--- src/rtl/rtcrf_pkg.sv ---
package rtcrf_pkg;
  typedef enum logic [1:0] {
    ACC_NONE  = 2'd0,
    ACC_PTR   = 2'd1,
    ACC_WRITE = 2'd2,
    ACC_READ  = 2'd3
  } acc_e;
endpackage

--- src/rtl/rf_pointer.sv ---
module rf_pointer
  import rtcrf_pkg::*;
#(
  parameter int unsigned ADDR_W = 6
) (
  input  logic              clk,
  input  logic              rst,
  input  logic              bus_start,
  input  logic              bus_stop,
  input  logic              wr_stb,
  input  logic              rd_stb,
  input  logic [ADDR_W-1:0] load_val,
  output logic [ADDR_W-1:0] ptr,
  output acc_e              acc,
  output logic              wrap_evt
);
  localparam logic [ADDR_W-1:0] LAST = {ADDR_W{1'b1}};

  logic expect_ptr;

  always_comb begin
    if (wr_stb && expect_ptr) acc = ACC_PTR;
    else if (wr_stb)          acc = ACC_WRITE;
    else if (rd_stb)          acc = ACC_READ;
    else                      acc = ACC_NONE;
  end

  assign wrap_evt = ((acc == ACC_WRITE) || (acc == ACC_READ)) && (ptr == LAST);

  always_ff @(posedge clk) begin
    if (rst) begin
      ptr        <= '0;
      expect_ptr <= 1'b0;
    end else begin
      case (acc)
        ACC_PTR: begin
          ptr        <= load_val;
          expect_ptr <= 1'b0;
        end
        ACC_WRITE, ACC_READ: begin
          ptr        <= ptr + 1'b1;
          expect_ptr <= 1'b0;
        end
        default: ;
      endcase
      if (bus_start)     expect_ptr <= 1'b1;
      else if (bus_stop) expect_ptr <= 1'b0;
    end
  end
endmodule

--- src/rtl/rf_shadow.sv ---
module rf_shadow #(
  parameter int unsigned NREG   = 8,
  parameter int unsigned DATA_W = 8,
  localparam int unsigned IDX_W = $clog2(NREG)
) (
  input  logic                   clk,
  input  logic                   rst,
  input  logic                   capture,
  input  logic [NREG*DATA_W-1:0] live,
  input  logic                   rd_en,
  input  logic [IDX_W-1:0]       rd_idx,
  input  logic                   blocked,
  output logic [DATA_W-1:0]      q
);
  logic [DATA_W-1:0] snap [NREG];

  for (genvar g = 0; g < NREG; g++) begin : g_cap
    always_ff @(posedge clk) begin
      if (rst)          snap[g] <= '0;
      else if (capture) snap[g] <= live[g*DATA_W +: DATA_W];
    end
  end

  always_ff @(posedge clk) begin
    if (rst)        q <= '0;
    else if (rd_en) q <= blocked ? '0 : snap[rd_idx];
  end
endmodule

--- src/rtl/rf_ram.sv ---
module rf_ram #(
  parameter int unsigned ADDR_W = 6,
  parameter int unsigned DATA_W = 8,
  localparam int unsigned DEPTH = 1 << ADDR_W
) (
  input  logic              clk,
  input  logic              we,
  input  logic              re,
  input  logic [ADDR_W-1:0] addr,
  input  logic [DATA_W-1:0] wdata,
  output logic [DATA_W-1:0] q
);
  logic [DATA_W-1:0] mem [DEPTH];

  always_ff @(posedge clk) begin
    if (we) mem[addr] <= wdata;
    if (re) q <= mem[addr];
  end
endmodule

--- src/rtl/rtc_regfile_front.sv ---
module rtc_regfile_front
  import rtcrf_pkg::*;
#(
  parameter int unsigned ADDR_W   = 6,
  parameter int unsigned CLK_REGS = 8,
  parameter int unsigned DATA_W   = 8,
  localparam int unsigned IDX_W   = $clog2(CLK_REGS)
) (
  input  logic                       clk,
  input  logic                       rst,
  input  logic                       bus_start,
  input  logic                       bus_stop,
  input  logic                       wr_stb,
  input  logic [DATA_W-1:0]          wr_byte,
  input  logic                       rd_stb,
  input  logic                       power_fail,
  input  logic [CLK_REGS*DATA_W-1:0] time_live,
  output logic [DATA_W-1:0]          rd_data,
  output logic                       rd_valid,
  output logic                       tk_load,
  output logic [IDX_W-1:0]           tk_addr,
  output logic [DATA_W-1:0]          tk_data,
  output logic                       tk_div_reset
);
  localparam logic [ADDR_W-1:0] CLK_END = ADDR_W'(CLK_REGS);

  logic [ADDR_W-1:0] ptr;
  acc_e              acc_kind;
  logic              wrap_evt;
  logic              in_clk;
  logic              sel_clk_q;
  logic [DATA_W-1:0] clk_q;
  logic [DATA_W-1:0] ram_q;
  logic              ram_we;
  logic              clk_we;

  rf_pointer #(.ADDR_W(ADDR_W)) u_ptr (
    .clk      (clk),
    .rst      (rst),
    .bus_start(bus_start),
    .bus_stop (bus_stop),
    .wr_stb   (wr_stb),
    .rd_stb   (rd_stb),
    .load_val (wr_byte[ADDR_W-1:0]),
    .ptr      (ptr),
    .acc      (acc_kind),
    .wrap_evt (wrap_evt)
  );

  assign in_clk = (ptr < CLK_END);
  assign ram_we = (acc_kind == ACC_WRITE) && !in_clk;
  assign clk_we = (acc_kind == ACC_WRITE) && in_clk && !power_fail;

  rf_shadow #(.NREG(CLK_REGS), .DATA_W(DATA_W)) u_shadow (
    .clk    (clk),
    .rst    (rst),
    .capture(bus_start || bus_stop || wrap_evt),
    .live   (time_live),
    .rd_en  (acc_kind == ACC_READ),
    .rd_idx (ptr[IDX_W-1:0]),
    .blocked(power_fail),
    .q      (clk_q)
  );

  rf_ram #(.ADDR_W(ADDR_W), .DATA_W(DATA_W)) u_ram (
    .clk  (clk),
    .we   (ram_we),
    .re   (acc_kind == ACC_READ),
    .addr (ptr),
    .wdata(wr_byte),
    .q    (ram_q)
  );

  always_ff @(posedge clk) begin
    if (rst) begin
      rd_valid     <= 1'b0;
      sel_clk_q    <= 1'b0;
      tk_load      <= 1'b0;
      tk_addr      <= '0;
      tk_data      <= '0;
      tk_div_reset <= 1'b0;
    end else begin
      rd_valid     <= (acc_kind == ACC_READ);
      if (acc_kind == ACC_READ) sel_clk_q <= in_clk;
      tk_load      <= clk_we;
      tk_div_reset <= clk_we && (ptr == '0);
      if (clk_we) begin
        tk_addr <= ptr[IDX_W-1:0];
        tk_data <= wr_byte;
      end
    end
  end

  assign rd_data = sel_clk_q ? clk_q : ram_q;
endmodule

--- config.mk ---
export PLATFORM = sky130hd
export DESIGN_NAME = rtc_regfile_front
export DESIGN_NICKNAME = d
export VERILOG_FILES = /design/src/rtl/rtcrf_pkg.sv /design/src/rtl/rf_pointer.sv /design/src/rtl/rf_shadow.sv /design/src/rtl/rf_ram.sv /design/src/rtl/rtc_regfile_front.sv
export SDC_FILE = /design/constraint.sdc
export NUM_CORES = 1
export LEC_CHECK = 0
export CELL_PAD_IN_SITES_DETAIL_PLACEMENT = 0
export CELL_PAD_IN_SITES_GLOBAL_PLACEMENT = 1
export CORE_MARGIN = 10
export CORE_UTILIZATION = 47
export CTS_CLUSTER_DIAMETER = 150
export DETAILED_ROUTE_END_ITERATION = 10
export PLACE_DENSITY_LB_ADDON = 0.2
export SYNTH_ARGS = -nofsm -noshare
export SYNTH_HDL_FRONTEND = slang
export SYNTH_SLANG_ARGS = --single-unit
export TNS_END_PERCENT = 5
--- constraint.sdc ---
create_clock -name clk -period 3.2 [get_ports clk]
set_clock_uncertainty 0.15 [all_clocks]
set_input_delay 0.32 -clock clk [delete_from_list [all_inputs] [get_ports clk]]
set_output_delay 0.32 -clock clk [all_outputs]
set_load 0.005 [all_outputs]
# Word-level counts from Yosys, hierarchy flattened
# Memory sizes are Yosys's and may differ from the RTL's. A register that Yosys moved wholly into a read port is not among the register bits.
# Index checks and enable logic that the tools add are counted.
[totals]
register_bits = 30
ramBits = 576
in_bits = 79
output_inout_bits = 22
wordCells = 67
mem_count = 2
[classes]
addsub = 1
magnitude_cmp = 1
n_eq_ne = 4
n_mux = 26
n_bitwise = 8
n_reduce_logical = 16
[mem_list]
columns = ["name", "depth", "width", "read_ports", "rd_clocked_by_memory_dff", "write_ports", "line", "text"]
rows = [
  ["u_ram.mem", 64, 8, 1, 1, 1, "rf_ram.sv:13", "logic [DATA_W-1:0] mem [DEPTH];"],
  ["u_shadow.snap", 8, 8, 1, 1, 8, "rf_shadow.sv:15", "logic [DATA_W-1:0] snap [NREG];"],
]
[op_table]
columns = ["op", "n"]
rows = [
  ["8-bit 2-to-1 mux", 10],
  ["6-bit case mux with 2 select lines", 1],
  ["1-bit 2-to-1 mux", 10],
  ["1-bit OR", 8],
  ["6-bit by 1-bit adder with 6-bit output (second input constant)", 1],
  ["6-bit equality test (second input constant)", 1],
  ["1-bit logical AND", 6],
  ["6-bit zero test", 1],
  ["6-bit by 4-bit < comparator with 1-bit output (second input constant)", 1],
  ["2-bit 2-to-1 mux", 3],
  ["3-bit 2-to-1 mux", 2],
  ["2-bit equality test (second input constant)", 2],
  ["1-bit logical OR", 3],
  ["3-bit nonzero test", 1],
  ["3-bit OR reduction", 1],
  ["2-bit by 1-bit equality test with 1-bit output (second input constant)", 1],
  ["1-bit zero test", 2],
  ["2-bit nonzero test", 1],
  ["2-bit OR reduction", 1],
]

# Logic depth before layout (Yosys ltp)
[depth]
depth_word = 11
ltp_mapped = 10

# By module
# A second synthesis with hierarchy kept.
[unflattened]
cells_unflattened = 1513
hier_area_um2 = 24910.1
[by_module_without_submodules]
columns = ["mod", "instances", "cells_each", "area_per_inst_um2", "seq_area_each_um2"]
rows = [
  ["rf_ram", 1, 1171, 20529.7, 15615.0],
  ["rf_shadow", 1, 219, 3195.6, 2082.0],
  ["rtc_regfile_front", 1, 74, 770.7, 300.3],
  ["rf_pointer", 1, 49, 414.1, 140.1],
]

# Least setup slack after synthesis
# Ideal clock, no wire load.
[synth_path]
path_type = "in2reg"
from = "in wr_stb"
to = "mem u_shadow.snap[0][0], enable pin"
t_arrival_ns = 2.164
slack_ns = 0.191
cell_stages = 5
cell_sequence = "nand2b_1 -> clkbuf_1 -> a21oi_1 -> a311oi_1 -> nand2b_1"
[synth_rtl]
columns = ["element", "line", "text"]
rows = [
  ["start, declared", "rtc_regfile_front.sv:13", "input logic wr_stb,"],
  ["end, declared", "rf_shadow.sv:15", ""],
]

==> out/metrics.yaml <==
status:
  outcome: "finished clean"
yosys:
  synth-simple-area-share_pct: 6.68
  yosysWarnings: 0
  synth_fa_ha_area_share_pct: 0.103
  synth_top_area_cell: "edfxtp_1"
  synth_edf_count: 584
  synth_compound_gate_area_share_pct: 8.13
  netlist_instances: 1442
  synth-seq-area-share_pct: 75.0
  avgSynthCellArea_um2: 16.8
  synth_cell_types: 56
  synth.most_common_cell: "edfxtp_1"
  synthArstFlopShare_pct: 0
  synth_commonest_cells: "edfxtp_1, nor2_1, a221oi_1, nand2_1, and2_1"
  ys_ff_latch: 617
  synth_area_um2: 24300
  synth_top_family_by_area: "compound AO/OA/AOI/OAI gates"
  synth_xor_area_share_pct: 0
  synth.area.mux_share_pct: 8.05
  synth_ff_type: "edfxtp_1"
  synth_area_leaders: "edfxtp_1, mux4_2, a221oi_1, dfxtp_1, mux2i_1"
  netlist.area_leader.share_pct: 72.3
grt:
  grt_first_pass_wirelength_mm: 94.6
  grt_pass1_vias: 14200
  globalRouteOverflowTotal: 0
  antenna_found_initial: 0
  grt_max_degree: 65
  grt_usage_pct: 21.3
worst_setup_path:
  r2r_slack_ns: 0.21
  cp-end-kind: "flip-flop"
  worstSetupStartpointType: "flip-flop"
  crit_type: "reg -> reg"
  critPathMaxFanout: 17
  regToRegStartpoint: "u_ptr.ptr[0]"
  reg2reg_depth: 8
  r2r-end: "u_ram.q[4]"
  crit_required_ns: 3.50
  cp.arrival_ns: 3.28
routing:
  drc: 0
  wl_mm: 64.7
  detail-route-antenna-nets: 0
  wire_per_inst_um: 26.5
  vias: 14300
  drt_iter0_drc: 1838
  viasPerCell: 5.87
  dr.pass1.iters: 6
timing:
  slew_headroom_pct: 33.0
  max_freq_mhz: 335
  finalCritPeriodShare_pct: 93.3
  setup_viol: 0
  slew_violations: 0
  fin_crit_ns: 2.99
  rsz0062_at_grt: "no"
  worst_pin_slew_ns: 1.00
  hold_viol_final: 0
floorplan:
  start_util_pct: 47.4
  die_h_um: 247
  std_cell_rows: 83
  die_w_um: 247
  core_um2: 51200
  io_pins: 101
  die_area_um2: 61100
clock_network:
  htree_levels: 3
  path_clk_slew_ns: 0.06
  cts_tree: "yes"
  worstSkewPairLatency_ns: 0.60
  clock-root-buffer: "clkbuf_16"
  clockBufferDepth: 3
  cts_buffers: 66
  clkSinkCount: 617
worst_hold_path:
  min_to: "u_ram.mem[6][2]"
  hp-class: "in -> reg"
  holdPathStages: 1
  hold_start: "wr_byte[2]"
job:
  maxCapViolations: 0
cells_and_area:
  fin_cells: 2443
  nNetsFinal: 1798
  syn_to_final_growth_pct: 20.4
  final_core_utilization_pct: 57.1
  fillerInstances: 4032
  drive_gt1_share_pct: 19.5
place:
  place_inst: 2328
  gp_congestion: 0.875
  portBuffers: 100
  hpwl_mm: 42.7
pwr:
  peakVddDrop_mv: 0.450
  power.density_nw_per_um2: 627
  p_leak_uw: 0.00981
[worst max-delay path, stage by stage, from the launching register on]
cell and delay, ns:
dfxtp_4 0.42, buf_12 0.19, nor2_2 0.58, a221oi_1 0.21, a2111oi_1 0.72, buf_4 0.23, a311oi_1 0.04, buf_4 0.19
nand4_1 0.10
[registers in the layout, summed over array words and instances (netlist names), named ones only]
name / cells
u_ptr.ptr: 6
u_ram.q: 8
u_shadow.q: 8
u_ram.mem: 512
u_shadow.snap: 64
tk_div_reset: 1
sel_clk_q: 1
tk_load: 1
tk_addr: 3
tk_data: 8
rd_valid: 1
u_ptr.expect_ptr: 1
[report_power, final]
part           total [uW]  internal [uW]  leakage (uW)  switching (uW)
registers            9150           9030       0.00572             115
clock network        7550           4530       0.00105            3020
logic                1610            669       0.00304             944
total               18300          14200       0.00981            4080
[cells by family (layout without fill, tap and decap cells)]
kind of cell               after synthesis  after routing
AOI/OAI and AO/OA                      267            267
adders and majority gates                2              2
muxes                                  122            122
and+or+nand+nor                        323            323
DFF                                    617            617
buffers and inverters                  110            367
other                                    1             65
[worst max path at each step]
stage	startpoint	end	slack (ns)	cells past startpoint
final	u_ptr.ptr[0]	u_ram.q[4]	0.21	8
after global routing	u_ptr.ptr[0]	u_ram.q[4]	0.11	8
after global placement	u_ptr.ptr[2]	u_ram.q[3]	-0.02	6
after CTS	u_ptr.ptr[2]	u_ram.q[4]	0.01	7
after floorplan	wr_stb	u_shadow.snap[0][0]	0.19	5
after detailed placement	u_ptr.ptr[2]	u_ram.q[4]	-0.1	7
[layout by cell type, fill, tap and decap left out, drive strengths merged, types with 57 or more instances in the layout]
cell type,count
mux4,57
clkdlybuf4s50,92
buf,155
and2,67
a221oi,78
nand2,70
clkbuf,84
conb,64
edfxtp,584
nor2,95
[layout make-up]
cell class	instances	area, um^2	area share, %
Timing Repair Buffer	248	2160	7.40
Tap cell	680	851	2.91
Clock buffer	84	1880	6.42
Antenna cell	1	2.50	0.00856
Sequential cell	617	18200	62.3
Multi-Input combinational cell	778	5840	20.0
Clock inverter	29	262	0.895
Inverter	6	22.5	0.0770
[metrics by stage]
step | hold WS, ns | setup TNS (ns) | setup slack (ns) | power, uW | cell area, um^2
after floorplan | 0.269 | 0 | 0.191 | 10100 | 24500
after global routing | 0.0455 | 0 | 0.113 | 18900 | 29200
after CTS | 0.0282 | 0 | 0.0133 | 18400 | 29200
final | 0.0323 | 0 | 0.213 | 18300 | 29200
after global placement | 0.284 | -0.0157 | -0.0157 | 10900 | 27100
after detailed placement | 0.286 | -0.119 | -0.0969 | 10900 | 27100
[layer usage]
metal	GRT usage (%)	share of wire [%]	up-vias
met5	0	0	-
met1	28.9	41	7280
met2	32.7	47	647
met4	7.93	3.5	0
met3	5.18	8.5	117
li1	-	-	6304
[timing repair]
item                                    CTS  global route
endpoints found under the setup margin    2             2
hold endpoints to repair                 15             0
hold buffers                              1             0
setup buffers                             0             0
pin swaps                                 0             0
gates resized for setup                   2             2
(Power assumes the default switching activity.)
